### src/rtl/dcd_pkg.sv
package dcd_pkg;
  localparam int EXP_W  = 2;
  localparam int N_DOM  = 6;
  localparam int WORD_W = 16;

  // domain slot order inside the control word and the enable vector
  localparam int D_CPU = 0;
  localparam int D_DSP = 1;
  localparam int D_MMU = 2;
  localparam int D_TC  = 3;
  localparam int D_LCD = 4;
  localparam int D_PER = 5;
endpackage

### src/rtl/dcd_clamp.sv
module dcd_clamp
  import dcd_pkg::*;
#(
  parameter int WORD_W_P = WORD_W,
  parameter int EXP_W_P  = EXP_W
) (
  input  logic [WORD_W_P-1:0] raw_word,
  output logic [WORD_W_P-1:0] fixed_word
);
  localparam int WIDE = EXP_W_P + 1;

  logic [WIDE-1:0] cpu_e, dsp_e, mmu_e, tc_e, lcd_e, per_e;

  always_comb begin
    cpu_e = {1'b0, raw_word[D_CPU*EXP_W_P +: EXP_W_P]};
    dsp_e = {1'b0, raw_word[D_DSP*EXP_W_P +: EXP_W_P]};
    mmu_e = {1'b0, raw_word[D_MMU*EXP_W_P +: EXP_W_P]};
    tc_e  = {1'b0, raw_word[D_TC *EXP_W_P +: EXP_W_P]};
    lcd_e = {1'b0, raw_word[D_LCD*EXP_W_P +: EXP_W_P]};
    per_e = {1'b0, raw_word[D_PER*EXP_W_P +: EXP_W_P]};

    // step 1: MMU tracks DSP rate or half of it
    if (mmu_e < dsp_e) mmu_e = dsp_e;
    if (mmu_e > dsp_e + WIDE'(1)) mmu_e = dsp_e + WIDE'(1);
    // step 2: TC never faster than CPU or MMU
    if (tc_e < cpu_e) tc_e = cpu_e;
    if (tc_e < mmu_e) tc_e = mmu_e;
    // step 3: slow domains never faster than TC
    if (lcd_e < tc_e) lcd_e = tc_e;
    if (per_e < tc_e) per_e = tc_e;

    fixed_word = raw_word;
    fixed_word[D_MMU*EXP_W_P +: EXP_W_P] = mmu_e[EXP_W_P-1:0];
    fixed_word[D_TC *EXP_W_P +: EXP_W_P] = tc_e[EXP_W_P-1:0];
    fixed_word[D_LCD*EXP_W_P +: EXP_W_P] = lcd_e[EXP_W_P-1:0];
    fixed_word[D_PER*EXP_W_P +: EXP_W_P] = per_e[EXP_W_P-1:0];
  end
endmodule

### src/rtl/dcd_word_reg.sv
module dcd_word_reg
  import dcd_pkg::*;
#(
  parameter int WORD_W_P = WORD_W
) (
  input  logic                clk,
  input  logic                rst,
  input  logic                load,
  input  logic [WORD_W_P-1:0] next_word,
  output logic [WORD_W_P-1:0] held_word
);
  always_ff @(posedge clk) begin
    if (rst)       held_word <= '0;
    else if (load) held_word <= next_word;
  end
endmodule

### src/rtl/dcd_ce_gen.sv
module dcd_ce_gen #(
  parameter int EXP_W_P = 2
) (
  input  logic               clk,
  input  logic               rst,
  input  logic               restart,
  input  logic [EXP_W_P-1:0] expo,
  output logic               ce
);
  localparam int CNT_W = (1 << EXP_W_P) - 1;

  logic [CNT_W-1:0] cnt;
  logic [CNT_W:0]   span;
  logic [CNT_W-1:0] mask;

  always_comb begin
    span = (CNT_W+1)'(1) << expo;
    mask = CNT_W'(span - (CNT_W+1)'(1));
    ce   = (cnt & mask) == '0;
  end

  always_ff @(posedge clk) begin
    if (rst || restart) cnt <= '0;
    else                cnt <= cnt + CNT_W'(1);
  end
endmodule

### src/rtl/domain_clock_divider.sv
module domain_clock_divider
  import dcd_pkg::*;
#(
  parameter int WORD_W_P = WORD_W,
  parameter int EXP_W_P  = EXP_W,
  parameter int N_DOM_P  = N_DOM
) (
  input  logic                clk,
  input  logic                rst,
  input  logic                wr_en,
  input  logic [WORD_W_P-1:0] wr_data,
  output logic [WORD_W_P-1:0] rd_data,
  output logic [N_DOM_P-1:0]  dom_ce
);
  logic [WORD_W_P-1:0] clamped;

  dcd_clamp #(.WORD_W_P(WORD_W_P), .EXP_W_P(EXP_W_P)) i_clamp (
    .raw_word  (wr_data),
    .fixed_word(clamped)
  );

  dcd_word_reg #(.WORD_W_P(WORD_W_P)) i_reg (
    .clk      (clk),
    .rst      (rst),
    .load     (wr_en),
    .next_word(clamped),
    .held_word(rd_data)
  );

  for (genvar d = 0; d < N_DOM_P; d++) begin : g_dom
    dcd_ce_gen #(.EXP_W_P(EXP_W_P)) i_gen (
      .clk    (clk),
      .rst    (rst),
      .restart(wr_en),
      .expo   (rd_data[d*EXP_W_P +: EXP_W_P]),
      .ce     (dom_ce[d])
    );
  end
endmodule

### config.mk
export PLATFORM = sky130hd
export DESIGN_NAME = domain_clock_divider
export DESIGN_NICKNAME = d
export VERILOG_FILES = /design/src/rtl/dcd_pkg.sv /design/src/rtl/dcd_clamp.sv /design/src/rtl/dcd_word_reg.sv /design/src/rtl/dcd_ce_gen.sv /design/src/rtl/domain_clock_divider.sv
export SDC_FILE = /design/constraint.sdc
export NUM_CORES = 1
export LEC_CHECK = 0
export ABC_AREA = 1
export BUFFER_PORTS_ARGS = -buffer_cell sky130_fd_sc_hd__buf_2
export CORE_MARGIN = 5
export CORE_UTILIZATION = 56
export DETAILED_ROUTE_END_ITERATION = 10
export PLACE_DENSITY_LB_ADDON = 0.15
export RECOVER_POWER = 100
export REMOVE_ABC_BUFFERS = 1
export SKIP_LAST_GASP = 1
export SYNTH_ARGS = -nofsm -noshare
export SYNTH_HDL_FRONTEND = slang
export SYNTH_SLANG_ARGS = --single-unit
export TNS_END_PERCENT = 50
### constraint.sdc
create_clock -name clk -period 5.6 [get_ports clk]
set_input_delay 0.28 -clock clk [delete_from_list [all_inputs] [get_ports clk]]
set_output_delay 0.28 -clock clk [all_outputs]
set_load 0.03 [all_outputs]
## After elaboration in Yosys (flattened, before gate mapping)

Cells that the tools add are included.

| operators by class | value |
|---|---|
| $add $sub $neg | 13 |
| $lt $le $gt $ge | 6 |
| shifts and indexed selects | 6 |
| mux-type cells | 6 |
| bitwise logic cells | 6 |
| reduce and logical (&&, ||, !) cells | 7 |

Operators with widths:

| cell | number |
|---|---|
| adder 3 x 1 -> 3 bit, second input constant | 6 |
| AND 3 bit | 6 |
| zero test 3 bit | 6 |
| left shift 1 x 2 -> 3 bit, first input constant | 6 |
| subtractor 3 x 1 -> 3 bit, second input constant | 6 |
| < comparator 2 x 3 -> 1 bit | 3 |
| 2-to-1 mux 2 bit | 4 |
| 2-to-1 mux 3 bit | 2 |
| < comparator 2 bit | 2 |
| adder 2 x 1 -> 3 bit, second input constant | 1 |
| > comparator 2 x 3 -> 1 bit | 1 |
| logical OR 1 bit | 1 |

| storage, ports and cells | value |
|---|---|
| bits in registers | 34 |
| input port bits | 19 |
| output and inout bits | 22 |
| word-level logic and storage cells | 51 |

## Logic depth before layout (Yosys ltp)

| depth | value |
|---|---|
| depth after elaboration | 8 |
| mapped depth | 25 |

## Modules after synthesis

Synthesis repeated with hierarchy kept, for this count alone.

| unflattened totals | value |
|---|---|
| cell total of the unflattened synthesis | 304 |
| area total of the unflattened synthesis | 1,988.2 µm² |

Modules (own cells, without submodules):

| module | times used | cells an instance | area an instance (µm²) | seq. area each (µm²) |
|---|---|---|---|---|
| dcd_ce_gen | 6 | 20 | 135.1 | 60.1 |
| dcd_word_reg | 1 | 101 | 670.6 | 320.3 |
| dcd_clamp | 1 | 83 | 506.7 | 0.0 |

## Worst setup path before layout

OpenSTA, ideal clock, no wires.

| timing | value |
|---|---|
| path type | input port to flip-flop |
| start point | input wr_data[3] |
| end point | register i_reg.held_word[10] |
| library setup time | 0.113 ns |
| data arrival time | 2.543 ns |
| slack | 2.943 ns |
| stages | 21 |
| buffers on the path | 0 |
| cell sequence | inv_1 ha_1 nand2_1 nand2_1 nand2_1 inv_1 ha_1 a21oi_2 nand2_2 o21ai_1 ha_1 nand2_1 nand2_1 nand2_1 nand2_2 ha_1 nand2_2 nand2_1 nand2_1 nand3_1 nand2_1 |

| on the way | value |
|---|---|
| longest elaborated chain between the ends | 8 |
| elaborated cells on any way between the ends | 9 |

RTL lines:

| what | RTL line | RTL |
|---|---|---|
| from (decl) | domain_clock_divider.sv:11 | `input logic [WORD_W_P-1:0] wr_data,` |
| < comparator 2 bit | dcd_clamp.sv:23 | `if (mmu_e < dsp_e) mmu_e = dsp_e;` |
| 2-to-1 mux 2 bit | dcd_clamp.sv:23 |  |
| > comparator 2 x 3 -> 1 bit | dcd_clamp.sv:24 | `if (mmu_e > dsp_e + WIDE'(1)) mmu_e = dsp_e + WIDE'(1);` |
| 2-to-1 mux 3 bit * | dcd_clamp.sv:24 |  |
| < comparator 2 x 3 -> 1 bit | dcd_clamp.sv:27 | `if (tc_e < mmu_e) tc_e = mmu_e;` |
| 2-to-1 mux 3 bit * | dcd_clamp.sv:27 |  |
| < comparator 2 x 3 -> 1 bit | dcd_clamp.sv:30 | `if (per_e < tc_e) per_e = tc_e;` |
| 2-to-1 mux 2 bit * | dcd_clamp.sv:30 |  |
| to (signal assigned) | dcd_word_reg.sv:14 | `else if (load) held_word <= next_word;` |
| to (decl) | dcd_word_reg.sv:10 | `output logic [WORD_W_P-1:0] held_word` |

Mark *: on every way between the ends. The rest lies on a longest branch, timed or not.
A chain may end at the register's enable or synchronous reset.

## Worst setup path in the final report

| timing | value |
|---|---|
| start point | input wr_data[3] |
| end point | register i_reg.held_word[11] |

The elaborated chain is that of the path after synthesis.

==> impl_metrics.prom <==
# TYPE chip_impl_metric gauge
chip_impl_info{name="run_status",value="finished, final reports clean"} 1
chip_impl_metric{name="num_io_pins",unit=""} 41
chip_impl_metric{name="placement_rows",unit=""} 19
chip_impl_metric{name="crit_arrival",unit="ps"} 3100
chip_impl_metric{name="post_drt_via_cell_ratio",unit=""} 4.88
chip_impl_metric{name="tightest_slew",unit="ps"} 856
chip_impl_metric{name="final-instance-count-excl-fill",unit=""} 279
chip_impl_metric{name="layout_setup_ws",unit="ps"} 2730
chip_impl_metric{name="fp.dieH",unit="µm"} 64.4
chip_impl_metric{name="timing.reg2reg.worst_path_depth",unit=""} 3
chip_impl_metric{name="drc",unit=""} 0
chip_impl_metric{name="post_cts_clock_slew_at_the_launch_and_capture_registers_of_the_worst_setup_and_hold_paths",unit="ps"} 100
chip_impl_metric{name="cp_data_required_time",unit="ps"} 5830
chip_impl_metric{name="final_period_minus_worst_setup_slack",unit="ps"} 2870
chip_impl_metric{name="n_fill_cell",unit=""} 274
chip_impl_metric{name="detail_route.iter0.violations",unit=""} 27
chip_impl_metric{name="ys_seq_elements",unit=""} 34
chip_impl_metric{name="cp.buffers_inverters",unit=""} 3
chip_impl_info{name="critical_path.startpoint_type",value="input pin"} 1
chip_impl_info{name="yosysTopAreaCell",value="dfxtp_1"} 1
chip_impl_metric{name="finalSetupTns",unit="ps"} 0
chip_impl_metric{name="yosys_warnings",unit=""} 0
chip_impl_metric{name="synth_cell_type_count",unit=""} 22
chip_impl_metric{name="post_cts.resized_instances",unit=""} 0
chip_impl_metric{name="grt_pass1_wl",unit="µm"} 5310
chip_impl_info{name="layout_common_cells",value="nand2_1 (40), inv_1 (36), dfxtp_1 (34)"} 1
chip_impl_info{name="reg_to_reg_start",value="g_dom[3].i_gen.cnt[0]$_SDFF_PP0_"} 1
chip_impl_info{name="crit_family",value="adder cells"} 1
chip_impl_metric{name="post_route_antenna_net_violation_count",unit=""} 0
chip_impl_metric{name="placeableCoreArea",unit="µm²"} 2810
chip_impl_metric{name="report.power.total",unit="mW"} 0.540
chip_impl_metric{name="insertedDiodeCount",unit=""} 0
chip_impl_metric{name="post_synth_instance_area",unit="µm²"} 1660
chip_impl_metric{name="setup_slack_after_placement",unit="ps"} 2590
chip_impl_metric{name="clk_path_buf_depth",unit=""} 2
chip_impl_info{name="worstPathCellList",value="buf_2 -> inv_1 -> ha_1 -> nand2_1 -> nand2_1 -> nand2_1 -> inv_1 -> ha_1 -> a21oi_1 -> nand2_2 -> o21ai_0 -> ha_1 -> nand2_1 -> nand2_1 -> nand2_1 -> nand2_1 -> ha_1 -> nand2_1 -> nand2_1 -> nand2_1 -> nand3_1 -> nand2_1"} 1
chip_impl_metric{name="clk-insertion-delay-late",unit="ps"} 330
chip_impl_info{name="rsz_0062_raised_after_global_routing",value="false"} 1
chip_impl_metric{name="timing.fmax",unit="MHz"} 348
chip_impl_info{name="crit_path_frequent_cell",value="nand2_1"} 1
chip_impl_metric{name="first_pass_iters",unit=""} 4
chip_impl_metric{name="cellPowerDensity",unit="nW/µm²"} 291
chip_impl_metric{name="worst-path-stages",unit=""} 22
chip_impl_metric{name="via_count",unit=""} 1361
chip_impl_info{name="hold_path.class",value="in2reg"} 1
chip_impl_metric{name="r2r_slack",unit="ps"} 4720
chip_impl_metric{name="largest_net_degree_at_the_start_of_global_routing",unit=""} 23
chip_impl_metric{name="fin_skew",unit="ps"} 9.78
chip_impl_info{name="timing.critical_path.to",value="i_reg.held_word[11]$_SDFFE_PP0P_"} 1
chip_impl_metric{name="placed_cells_incl_taps",unit=""} 271
chip_impl_metric{name="overflow",unit=""} 0
chip_impl_info{name="netlist_top_cells_area",value="dfxtp_1 (41%), ha_1 (12%), nand2_1 (8.4%)"} 1
chip_impl_metric{name="die_w",unit="µm"} 64.4
chip_impl_metric{name="synthesis.instances",unit=""} 209
chip_impl_metric{name="count_of_clock_tree_sinks",unit=""} 34
chip_impl_metric{name="num-nets-final",unit=""} 282
chip_impl_metric{name="timing.final.max_slew_violations",unit=""} 0
chip_impl_info{name="r2r_end",value="g_dom[3].i_gen.cnt[2]$_SDFF_PP0_"} 1
chip_impl_metric{name="total_setup_buffers_inserted_after_cts",unit=""} 0
chip_impl_metric{name="maxCapViolCount",unit=""} 0
chip_impl_info{name="cts.root.buffer_cell",value="clkbuf_4"} 1
chip_impl_metric{name="slew_headroom",unit="%"} 42.7
chip_impl_info{name="cts_tree",value="done"} 1
chip_impl_metric{name="area_of_the_die",unit="µm²"} 4150
chip_impl_metric{name="area_growth_from_synthesis_to_layout",unit="%"} 11.8
chip_impl_info{name="cp-startpoint",value="wr_data[3]"} 1
chip_impl_metric{name="antenna_found_initial",unit=""} 0
chip_impl_metric{name="worst_path_largest_cell_delay",unit="ps"} 320
chip_impl_metric{name="leakage",unit="nW"} 0.930
chip_impl_metric{name="post_route_wl",unit="µm"} 3000
chip_impl_metric{name="place.gp.congestion",unit=""} 0.808
chip_impl_metric{name="cts_inserted_buffers",unit=""} 5
chip_impl_metric{name="mapped_avg_cell_area",unit="µm²"} 7.94
chip_impl_info{name="slowest_stage",value="ha_1"} 1
chip_impl_metric{name="grt_pass1_vias",unit=""} 1282
chip_impl_metric{name="post-route-period-util",unit="%"} 51.3
chip_impl_metric{name="post-synth-top-area-fraction",unit="%"} 41.0
chip_impl_metric{name="finalHoldViolations",unit=""} 0
chip_impl_metric{name="wl_per_cell",unit="µm"} 10.8
chip_impl_metric{name="worst-path-max-fanout",unit=""} 5
chip_impl_info{name="criticalPathCategory",value="in2reg"} 1
chip_impl_metric{name="dp.final_hpwl",unit="µm"} 2280
chip_impl_metric{name="setup_viol",unit=""} 0
chip_impl_metric{name="initial_core_util",unit="%"} 59.1
chip_impl_metric{name="drive_above_1_share",unit="%"} 12.9
chip_impl_metric{name="globalRouteTotalUtil",unit="%"} 16.0
chip_impl_metric{name="clock_tree.htree_level_count",unit=""} 2
chip_impl_metric{name="irDropWorstVdd",unit="µV"} 227
chip_impl_metric{name="cts-hold-fix-buffers",unit=""} 0
chip_impl_metric{name="number_of_port_buffers",unit=""} 40
chip_impl_info{name="final_common_cell",value="nand2_1"} 1
chip_impl_info{name="crit_path_end_kind",value="flop"} 1
chip_impl_metric{name="synth_sequential_area_ratio",unit="%"} 41.0
## metrics by stage
stage	cell area, µm²	hold WS, ps	utilization [%]
after global routing	1860	153	66.1
after detailed placement	1830	430	65.4
after CTS	1890	142	67.5
final	1860	157	66.1
after global placement	1830	427	65.4
after floorplan	1600	406	-
## flip-flops by register name (all words and copies together), names as in the netlist
signal and flops:
g_dom.i_gen.cnt 18, i_reg.held_word 16
## worst min-delay path by stage
| stage | to | startpoint | cells past startpoint | slack (ps) |
|---|---|---|---|---|
| finish | i_reg.held_word[15]$_SDFFE_PP0P_ | wr_data[15] | 2 | 160 |
| global route | i_reg.held_word[12]$_SDFFE_PP0P_ | wr_data[12] | 2 | 150 |
| CTS | i_reg.held_word[15]$_SDFFE_PP0P_ | wr_data[15] | 2 | 140 |
| detailed placement | g_dom[4].i_gen.cnt[0]$_SDFF_PP0_ | g_dom[4].i_gen.cnt[0]$_SDFF_PP0_ | 1 | 430 |
| global placement | g_dom[5].i_gen.cnt[0]$_SDFF_PP0_ | g_dom[5].i_gen.cnt[0]$_SDFF_PP0_ | 1 | 430 |
| floorplan | i_reg.held_word[12]$_SDFFE_PP0P_ | wr_data[12] | 1 | 410 |
## worst register-to-register path, cell delays in order, from the launching register on
cell and delay, ps:
dfxtp_1 340, ha_1 210, xnor2_1 150, nor2_1 50
## power breakdown
group	switching [mW]	internal, mW	total, mW	leakage [nW]
sequential	0.0129	0.257	0.270	0.279
clock	0.0765	0.0608	0.137	0.0353
combinational	0.0902	0.0422	0.132	0.615
total	0.180	0.360	0.540	0.930
## final cells by class
class	instances	area, µm²	share of cell area (%)
multi-input cells	129	764	41.2
flip-flops and latches	34	681	36.7
repair buffers	40	173	9.31
inverters	37	139	7.48
clock buffers	7	55.1	2.97
well taps	31	38.8	2.09
clock inverters	1	5.00	0.270
## per-layer routing
metal | vias to the layer above | part of all wire, % | global-route usage (%) | wire length [µm]
met2 | 32 | 44 | 27.2 | 1320
met1 | 590 | 49 | 18.5 | 1460
met4 | 0 | 1.9 | 6.86 | 56
met5 | - | 0 | 0 | 0
met3 | 7 | 5.5 | 5.01 | 164
li1 | 732 | - | - | -
## kinds of logic after synthesis
| kind of cell | synth area share, % |
|---|---|
| flops | 41.0 |
| simple gates | 18.6 |
| compound gates | 13.0 |
| xor+xnor | 3.17 |
| buf+inv | 12.2 |
| fa+ha+maj | 12.1 |
## synthesized netlist by cell type (all sizes together)
| master | instances |
|---|---|
| nand2 | 44 |
| inv | 37 |
| dfxtp | 34 |
| nor2 | 20 |
| ha | 16 |
| o21ai | 11 |
| nand3 | 10 |
| buf | 7 |
| a21oi | 6 |
| xnor2 | 6 |
| a22o | 4 |
| o21a | 4 |
| o22ai | 4 |
| a31oi | 2 |
| clkbuf | 2 |
| o211ai | 1 |
| o21bai | 1 |
Power figures use the tool's default switching activity.
